**src/rtl/blank_pkg.sv**
```systemverilog
package blank_pkg;

   // Larger of two widths; used to size the shared write data bus.
   function automatic int unsigned width_max(input int unsigned a, input int unsigned b);
      return (a > b) ? a : b;
   endfunction

   // Address width needed to cover a given number of registers.
   function automatic int unsigned addr_bits(input int unsigned n_regs);
      return (n_regs <= 1) ? 1 : $clog2(n_regs);
   endfunction

   // Registered control view produced by the sampler stage.
   typedef struct packed {
      logic blank;     // registered blanking level
      logic restart;   // registered high-to-low transition of blanking
      logic clr;       // registered clear request (active high)
   } blank_ctl_t;

endpackage

```
**src/rtl/blank_sampler.sv**
```systemverilog
module blank_sampler (
   input  logic                   clk,
   input  logic                   arst_n,
   input  logic                   hblank,
   input  logic                   clr_n,
   output blank_pkg::blank_ctl_t  ctl
);
   logic hb_q;
   logic hb_prev;
   logic clr_n_q;

   always_ff @(posedge clk or negedge arst_n) begin
      if (!arst_n) begin
         hb_q    <= 1'b0;
         hb_prev <= 1'b0;
         clr_n_q <= 1'b1;
      end else begin
         hb_q    <= hblank;
         hb_prev <= hb_q;
         clr_n_q <= clr_n;
      end
   end

   always_comb begin
      ctl.blank   = hb_q;
      ctl.restart = hb_prev & ~hb_q;
      ctl.clr     = ~clr_n_q;
   end
endmodule

```
**src/rtl/blank_regs.sv**
```systemverilog
module blank_regs #(
   parameter int unsigned NUM_CH    = 4,
   parameter int unsigned DATA_W    = 13,
   parameter int unsigned NUM_FLAGS = 2,
   parameter int unsigned CNT_W     = 20,
   parameter int unsigned ADDR_W    = 3,
   parameter int unsigned WR_W      = 20
) (
   input  logic                        clk,
   input  logic                        arst_n,
   input  logic                        wr_en,
   input  logic [ADDR_W-1:0]           wr_addr,
   input  logic [WR_W-1:0]             wr_data,
   output logic [NUM_CH*DATA_W-1:0]    levels,
   output logic [NUM_FLAGS*CNT_W-1:0]  limits
);
   localparam int unsigned TC_BASE = NUM_CH;
   localparam logic [CNT_W-1:0] TC_RESET = {CNT_W{1'b1}};

   if (WR_W < DATA_W) begin : g_bad_wr_data
      $error("blank_regs: WR_W must cover DATA_W");
   end
   if (WR_W < CNT_W) begin : g_bad_wr_cnt
      $error("blank_regs: WR_W must cover CNT_W");
   end
   if ((1 << ADDR_W) < (NUM_CH + NUM_FLAGS)) begin : g_bad_addr
      $error("blank_regs: ADDR_W too small for the register map");
   end

   for (genvar c = 0; c < NUM_CH; c++) begin : g_level
      logic [DATA_W-1:0] level_q;
      logic              hit;
      assign hit = wr_en && (int'(wr_addr) == c);
      always_ff @(posedge clk or negedge arst_n) begin
         if (!arst_n)  level_q <= '0;
         else if (hit) level_q <= wr_data[DATA_W-1:0];
      end
      assign levels[c*DATA_W +: DATA_W] = level_q;
   end

   for (genvar i = 0; i < NUM_FLAGS; i++) begin : g_limit
      logic [CNT_W-1:0] limit_q;
      logic             hit;
      assign hit = wr_en && (int'(wr_addr) == int'(TC_BASE) + i);
      always_ff @(posedge clk or negedge arst_n) begin
         if (!arst_n)  limit_q <= TC_RESET;
         else if (hit) limit_q <= wr_data[CNT_W-1:0];
      end
      assign limits[i*CNT_W +: CNT_W] = limit_q;
   end
endmodule

```
**src/rtl/blank_counter.sv**
```systemverilog
module blank_counter #(
   parameter int unsigned CNT_W     = 20,
   parameter int unsigned NUM_FLAGS = 2
) (
   input  logic                        clk,
   input  logic                        arst_n,
   input  blank_pkg::blank_ctl_t       ctl,
   input  logic [NUM_FLAGS*CNT_W-1:0]  limits,
   output logic [CNT_W-1:0]            count,
   output logic [NUM_FLAGS-1:0]        flags
);
   localparam logic [CNT_W-1:0] CNT_MAX = {CNT_W{1'b1}};

   if (CNT_W < 2) begin : g_bad_cnt
      $error("blank_counter: CNT_W must be at least 2");
   end
   if (NUM_FLAGS < 1) begin : g_bad_flags
      $error("blank_counter: NUM_FLAGS must be at least 1");
   end

   logic [CNT_W-1:0] count_q;
   logic             at_max;

   assign at_max = (count_q == CNT_MAX);

   always_ff @(posedge clk or negedge arst_n) begin
      if (!arst_n)          count_q <= '0;
      else if (ctl.restart) count_q <= '0;
      else if (!at_max)     count_q <= count_q + 1'b1;
   end

   assign count = count_q;

   for (genvar i = 0; i < NUM_FLAGS; i++) begin : g_flag
      logic flag_q;
      logic hit;
      assign hit = (count_q == limits[i*CNT_W +: CNT_W]);
      always_ff @(posedge clk or negedge arst_n) begin
         if (!arst_n)                    flag_q <= 1'b0;
         else if (ctl.restart | ctl.clr) flag_q <= 1'b0;
         else if (hit)                   flag_q <= 1'b1;
      end
      assign flags[i] = flag_q;
   end
endmodule

```
**src/rtl/blank_mux.sv**
```systemverilog
module blank_mux #(
   parameter int unsigned NUM_CH = 4,
   parameter int unsigned DATA_W = 13
) (
   input  logic                      clk,
   input  logic                      arst_n,
   input  blank_pkg::blank_ctl_t     ctl,
   input  logic [NUM_CH*DATA_W-1:0]  din,
   input  logic [NUM_CH*DATA_W-1:0]  levels,
   output logic [NUM_CH*DATA_W-1:0]  din_q,
   output logic [NUM_CH*DATA_W-1:0]  dout
);
   if (NUM_CH < 1) begin : g_bad_ch
      $error("blank_mux: NUM_CH must be at least 1");
   end
   if (DATA_W < 1) begin : g_bad_w
      $error("blank_mux: DATA_W must be at least 1");
   end

   for (genvar c = 0; c < NUM_CH; c++) begin : g_lane
      logic [DATA_W-1:0] in_q;
      logic [DATA_W-1:0] out_q;

      always_ff @(posedge clk or negedge arst_n) begin
         if (!arst_n) begin
            in_q  <= '0;
            out_q <= '0;
         end else begin
            in_q  <= din[c*DATA_W +: DATA_W];
            out_q <= ctl.blank ? levels[c*DATA_W +: DATA_W] : in_q;
         end
      end

      assign din_q[c*DATA_W +: DATA_W] = in_q;
      assign dout[c*DATA_W +: DATA_W]  = out_q;
   end
endmodule

```
**src/rtl/blank_level_unit.sv**
```systemverilog
module blank_level_unit #(
   parameter int unsigned NUM_CH    = 4,
   parameter int unsigned DATA_W    = 13,
   parameter int unsigned NUM_FLAGS = 2,
   parameter int unsigned CNT_W     = 20,
   localparam int unsigned ADDR_W   = blank_pkg::addr_bits(NUM_CH + NUM_FLAGS),
   localparam int unsigned WR_W     = blank_pkg::width_max(DATA_W, CNT_W)
) (
   input  logic                       clk,
   input  logic                       arst_n,
   input  logic                       clr_n,
   input  logic                       hblank,
   input  logic [NUM_CH*DATA_W-1:0]   din,
   input  logic                       wr_en,
   input  logic [ADDR_W-1:0]          wr_addr,
   input  logic [WR_W-1:0]            wr_data,
   output logic [NUM_CH*DATA_W-1:0]   dout,
   output logic [NUM_FLAGS-1:0]       flags
);
   blank_pkg::blank_ctl_t          ctl;
   logic [NUM_CH*DATA_W-1:0]       levels;
   logic [NUM_FLAGS*CNT_W-1:0]     limits;
   logic [NUM_CH*DATA_W-1:0]       din_q;
   logic [CNT_W-1:0]               count;

   blank_sampler u_sampler (
      .clk    (clk),
      .arst_n (arst_n),
      .hblank (hblank),
      .clr_n  (clr_n),
      .ctl    (ctl)
   );

   blank_regs #(
      .NUM_CH    (NUM_CH),
      .DATA_W    (DATA_W),
      .NUM_FLAGS (NUM_FLAGS),
      .CNT_W     (CNT_W),
      .ADDR_W    (ADDR_W),
      .WR_W      (WR_W)
   ) u_regs (
      .clk     (clk),
      .arst_n  (arst_n),
      .wr_en   (wr_en),
      .wr_addr (wr_addr),
      .wr_data (wr_data),
      .levels  (levels),
      .limits  (limits)
   );

   blank_counter #(
      .CNT_W     (CNT_W),
      .NUM_FLAGS (NUM_FLAGS)
   ) u_counter (
      .clk    (clk),
      .arst_n (arst_n),
      .ctl    (ctl),
      .limits (limits),
      .count  (count),
      .flags  (flags)
   );

   blank_mux #(
      .NUM_CH (NUM_CH),
      .DATA_W (DATA_W)
   ) u_mux (
      .clk    (clk),
      .arst_n (arst_n),
      .ctl    (ctl),
      .din    (din),
      .levels (levels),
      .din_q  (din_q),
      .dout   (dout)
   );
endmodule

```
**config.mk**
```make
export PLATFORM = sky130hd
export DESIGN_NAME = blank_level_unit
export DESIGN_NICKNAME = d
export VERILOG_FILES = /design/src/rtl/blank_pkg.sv /design/src/rtl/blank_sampler.sv /design/src/rtl/blank_regs.sv /design/src/rtl/blank_counter.sv /design/src/rtl/blank_mux.sv /design/src/rtl/blank_level_unit.sv
export SDC_FILE = /design/constraint.sdc
export NUM_CORES = 1
export LEC_CHECK = 0
export BUFFER_PORTS_ARGS = -buffer_cell sky130_fd_sc_hd__buf_2
export CAP_MARGIN = 40
export CELL_PAD_IN_SITES_DETAIL_PLACEMENT = 1
export CELL_PAD_IN_SITES_GLOBAL_PLACEMENT = 1
export CORE_MARGIN = 2
export CORE_UTILIZATION = 43
export CTS_CLUSTER_SIZE = 24
export DETAILED_ROUTE_END_ITERATION = 16
export PLACE_DENSITY = 0.82
export SYNTH_ARGS = -nofsm -noshare
export SYNTH_HDL_FRONTEND = slang
export SYNTH_HIERARCHICAL = 1
export SYNTH_SLANG_ARGS = --single-unit
```
**constraint.sdc**
```tcl
create_clock -name clk -period 1.73 [get_ports clk]
set_input_delay 0.0865 -clock clk [delete_from_list [all_inputs] [get_ports clk]]
set_output_delay 0.0865 -clock clk [all_outputs]
set_load 0.03 [all_outputs]
```
# ---- After elaboration in Yosys (flattened, before gate mapping)
# Index checks and enable logic that the tools add are counted.
dict set report classes {
  addsub 1
  mul 0
  div 0
  magnitude_cmp 0
  eq_ne 9
  shifts 0
  muxes 10
  bitwise 4
  reduce_logical 9
}
# cell n
set op_table {}
lappend op_table {{$mux W13} 4}
lappend op_table {{$eq A20 B20 Y1} 2}
lappend op_table {{$mux W20} 2}
lappend op_table {{$add A20 B1 Y20 const B} 1}
lappend op_table {{$eq A20 B20 Y1 const B} 1}
lappend op_table {{$eq A3 B3 Y1 const B} 4}
lappend op_table {{$logic_and A1 B1 Y1} 6}
lappend op_table {{$mux W1} 4}
lappend op_table {{$reduce_bool A2 Y1} 2}
lappend op_table {{$eq A3 B2 Y1 const B} 1}
lappend op_table {{$logic_not A3 Y1} 1}
lappend op_table {{$ne A2 B1 Y1 const B} 1}
lappend op_table {{$not A1 Y1} 2}
lappend op_table {{$and A1 B1 Y1} 1}
lappend op_table {{$or A1 B1 Y1} 1}
dict set report word_totals {
  reg_bits 221
  latch_bits 0
  mem_bits_rw 0
  romBits 0
  elab_cells 53
  mem_count 0
}

# ---- Longest topological paths before layout
dict set report logic_depth {
  depth_word 4
  depth_mapped 6
}

# ---- Cells and area by module
# Netlist, hierarchy kept.
# mod instances cells_per_inst area_per_inst_um2
set by_module_without_submodules {}
lappend by_module_without_submodules {blank_regs 1 198 3627.2}
lappend by_module_without_submodules {blank_mux 1 162 3487.1}
lappend by_module_without_submodules {blank_counter 1 207 1773.0}
lappend by_module_without_submodules {blank_sampler 1 6 101.3}

# ---- Least setup slack after synthesis
# OpenSTA, ideal clock, no wires.
dict set report synth_path {
  path_kind {reg-to-reg}
  from {reg u_counter.count_q[7] (netlist: u_counter/count[7])}
  to {reg u_counter.count_q[15] (netlist: u_counter/count[15])}
  t_arrival_ns 1.771
  path_slack_ns -0.166
  stages_incl_launch_ff 7
  synth_period_minus_slack_ns 1.896
  cell_sequence {dfrtp_1 > clkbuf_1 > inv_1 > or3_1 > buf_6 > nor4_1 > mux2_2}
}
dict set report synth_via {
  elab_chain_len 3
  elab_cells_between_ends 5
  classes_between {add/sub (1); eq/ne (2); mux (2)}
}
# element line_no
set synth_rtl {}
lappend synth_rtl {{start: declaration} blank_counter.sv:21} ;# logic [CNT_W-1:0] count_q;
lappend synth_rtl {{start signal: assignment} blank_counter.sv:29} ;# else if (!at_max) count_q <= count_q + 1'b1;
lappend synth_rtl {{$add A20 B1 Y20} blank_counter.sv:29}
lappend synth_rtl {{$mux W20} blank_counter.sv:29}
lappend synth_rtl {{$mux W20} blank_counter.sv:28} ;# else if (ctl.restart) count_q <= '0;
# Several ways; a longest one is shown, not always the timed one. The select of a mux whose other input is x is not followed.
# A chain may end at the register's enable or synchronous reset.

# ---- Final worst setup path
dict set report layout_path {
  from {reg u_counter.count_q[6] (netlist: u_counter/count[6])}
  to {reg u_counter.count_q[14] (netlist: u_counter/count[14])}
}
# The elaborated chain is that of the path after synthesis.

==> impl_metrics.csv <==
group,metric,value,unit
synth,seq_area_frac_synth,62.1,%
global_route,grt_use_met1,27.8,%
sta,fin_ws,-0.0421,ns
run_status,violations,"setup timing",
clocking,cts_tree,"yes",
setup_path,worstSetupPathType,"reg2reg",
sta,drv_slew,0,
global_route,grt_pass1_vias,6684,
power_and_ir_drop,p_total,0.0153,W
synth,synthTopCellsByCount,"dfrtp_1 (180), mux2_2 (73), mux2_4 (70), dfstp_2 (41), xor2_1 (38)",
synth,synth_area_leader_cell,"dfrtp_1",
route,vias_per_cell,5.12,
setup_path,required,2.17,ns
sta,period_needed,1.77,ns
synth,synth_nets,654,
sta,tightest_slew,0.555,ns
setup_path,cp-start-kind,"flip-flop",
placement,gp_congestion,0.830,
route,vias,5702,
global_route,grt_util_met2,43.6,%
floorplan,rows,52,
global_route,grt_first_pass_wirelength,39600,microns
synth,syn_area_per_cell,15.7,sq um
synth,syn_area,0.00899,sq mm
setup_path,cp.arrival,2.21,ns
worst_hold_path,hp-class,"in2async",
clocking,cts.path.max_buffers,3,
sta,period_share,102,%
setup_path,cp-end-kind,"flip-flop",
sta,clock.fmax,564,MHz
power_and_ir_drop,power_leakage,5.58,nW
placement,preCtsSetupSlack,-0.130,ns
floorplan,die_w,149,microns
global_route,antenna_found_initial,1,
floorplan,die_h,149,microns
global_route,grt_max_degree,86,
placement,io_buffers,133,
global_route,grt_use_met3,3.68,%
synth,ys_types,46,
route,drc,0,
route,ant_nets,0,
synth,syn_inst,573,
setup_path,cp_max_fo,5,
synth,ys_seq_elements,221,
setup_path,worst_r2r_path_depth,5,
floorplan,coreArea,0.0204,sq mm
synth,ys.flop_type,"dfrtp_1",
power_and_ir_drop,p_per_area,1280,mW/mm^2
synth,yosysTopAreaCellShare,50.1,%
synth,synth.most_common_cell,"dfrtp_1",
synth,synthArstFlopShare,100,%
route,avgRoutedWirePerCell,23.3,microns
global_route,overflow,0,
global_route,grtUsageTotal,23.8,%
floorplan,io_pins,134,
sta,skew,0.0286,ns
route,wl,25900,microns
synth,synth-edff-count,0,
sta,setup_viol,4,
finish,nNetsFinal,904,
route,drt_iter0_markers,237,
global_route,busiest_layer,"met2",
clocking,htree_levels,1,
synth,synth_warnings,6,
clocking,root_buffer,"clkbuf_16",
route,first_pass_iters,4,
finish,area_delta_synth_final,33.2,%
clocking,clock_latency,0.54,ns
sta,slew_headroom,62.9,%
floorplan,start_util,44.1,%
floorplan,dieArea,0.0221,sq mm
placement,dp.final_hpwl,15200,microns
clocking,path_clk_slew,0.06,ns
finish,final_layout_size_suffix_gt1_share,51.9,%
power_and_ir_drop,peakVddDrop,0.861,mV
sta,hold_viol_final,0,
synth,synth.area.top_cells,"dfrtp_1 (50%), dfstp_2 (12%), mux2_4 (12%)",
sta,rsz0062_at_grt,"yes",
clocking,cts_inserted_buffers,25,
run_status,status,"complete, but fails checks",
flow_run,drv_cap,0,
clocking,cts.sink_count,221,
## critical path, cell delays in order, from the launching register on
cell     delay (ns)
dfrtp_1        0.39
nand4_4        0.12
or3_4          0.43
buf_6          0.15
or4_4          0.48
a21oi_2        0.13
## final timing paths
| check | startpoint | end | slack (ns) |
|---|---|---|---|
| setup reg to reg | u_counter/count[6] | u_counter/count[14] | -0.04 |
| setup / recovery | u_counter/count[6] | u_counter/count[14] | -0.04 |
| hold reg to reg | u_mux/g_lane[3].in_q[10] | u_mux/g_lane[3].out_q[10] | 0.48 |
| min in group clk | din[24] | u_mux/g_lane[1].in_q[11] | 0.19 |
| max in group asynchronous | arst_n | u_regs/g_limit[0].limit_q[2] | 0.92 |
| hold / removal | arst_n | u_counter/count[16] | 0.05 |
## through the flow
step	TNS, ns	instances	hold WS [ns]	cell area (sq um)	utilization, %
floorplan	-0.233	573	-0.209	9020	-
detailed placement	-0.490	987	-0.0187	10100	49.7
global route	-0.440	1113	0.0639	12000	58.8
finish	-0.0756	1113	0.0524	12000	58.8
CTS	-0.146	1109	0.0527	11900	58.4
global placement	-0.0853	987	-0.0225	10100	49.7
## layout make-up
class | count | area, sq um
tap | 270 | 338
multi-input combinational | 313 | 3230
antenna | 1 | 2.50
clock buffer | 34 | 699
sequential | 221 | 5590
clock inverter | 12 | 241
timing repair buffer | 257 | 1860
fill | 1917 | 8390
inverter | 5 | 18.8
## state kept, by name, indices dropped and copies added (netlist names)
signal                   count
u_regs/g_limit.limit_q      40
u_regs/g_level.level_q      52
u_mux/g_lane.in_q           52
u_sampler/clr_n_q            1
u_sampler/hb_q               1
u_counter/g_flag.flag_q      2
u_mux/g_lane.out_q          52
u_sampler/hb_prev            1
u_counter/count             20
## timing repair
item | CTS | global route
setup buffers | 1 | 3
endpoints found under the hold margin | 336 | 0
pin swaps | 3 | 5
hold buffers | 75 | 0
resized for setup | 14 | 10
endpoints found under the setup margin | 12 | 21
## layer usage
| layer | up-vias | part of all wire, % | routed length [microns] |
|---|---|---|---|
| met5 | - | 0 | 0 |
| li1 | 2504 | - | - |
| met1 | 2965 | 38 | 9950 |
| met3 | 69 | 4.0 | 1030 |
| met4 | 0 | 4.4 | 1130 |
| met2 | 164 | 53 | 13800 |
## where the power goes
| part | internal [W] | switching [W] | leakage [nW] |
|---|---|---|---|
| sequential | 0.00609 | 0.000515 | 2.60 |
| clock | 0.00388 | 0.00222 | 0.458 |
| combinational | 0.00128 | 0.00134 | 2.52 |
| total | 0.0112 | 0.00408 | 5.58 |
## kinds of logic (layout without fill, tap and decap cells)
family	Yosys count	count (layout)	share of synthesized area, %
fa+ha+maj	1	1	0.139
simple gates	92	92	6.53
xor+xnor	40	40	3.90
other cells	0	1	0
buf+inv	39	308	3.42
mux	153	153	22.1
flops	221	221	62.1
compound gates	27	27	1.82
## cells in the final DEF (no fill, tap or decap), types with 12 or more instances in the layout
cell and count:
clkbuf_16 25, buf_2 132, buf_4 43, dlygate4sd3_1 75, mux2_2 73, nor2_1 12
mux2_4 70, xor2_1 38, dfrtp_1 178, dfstp_2 41
Power figures use the tool's default switching activity.
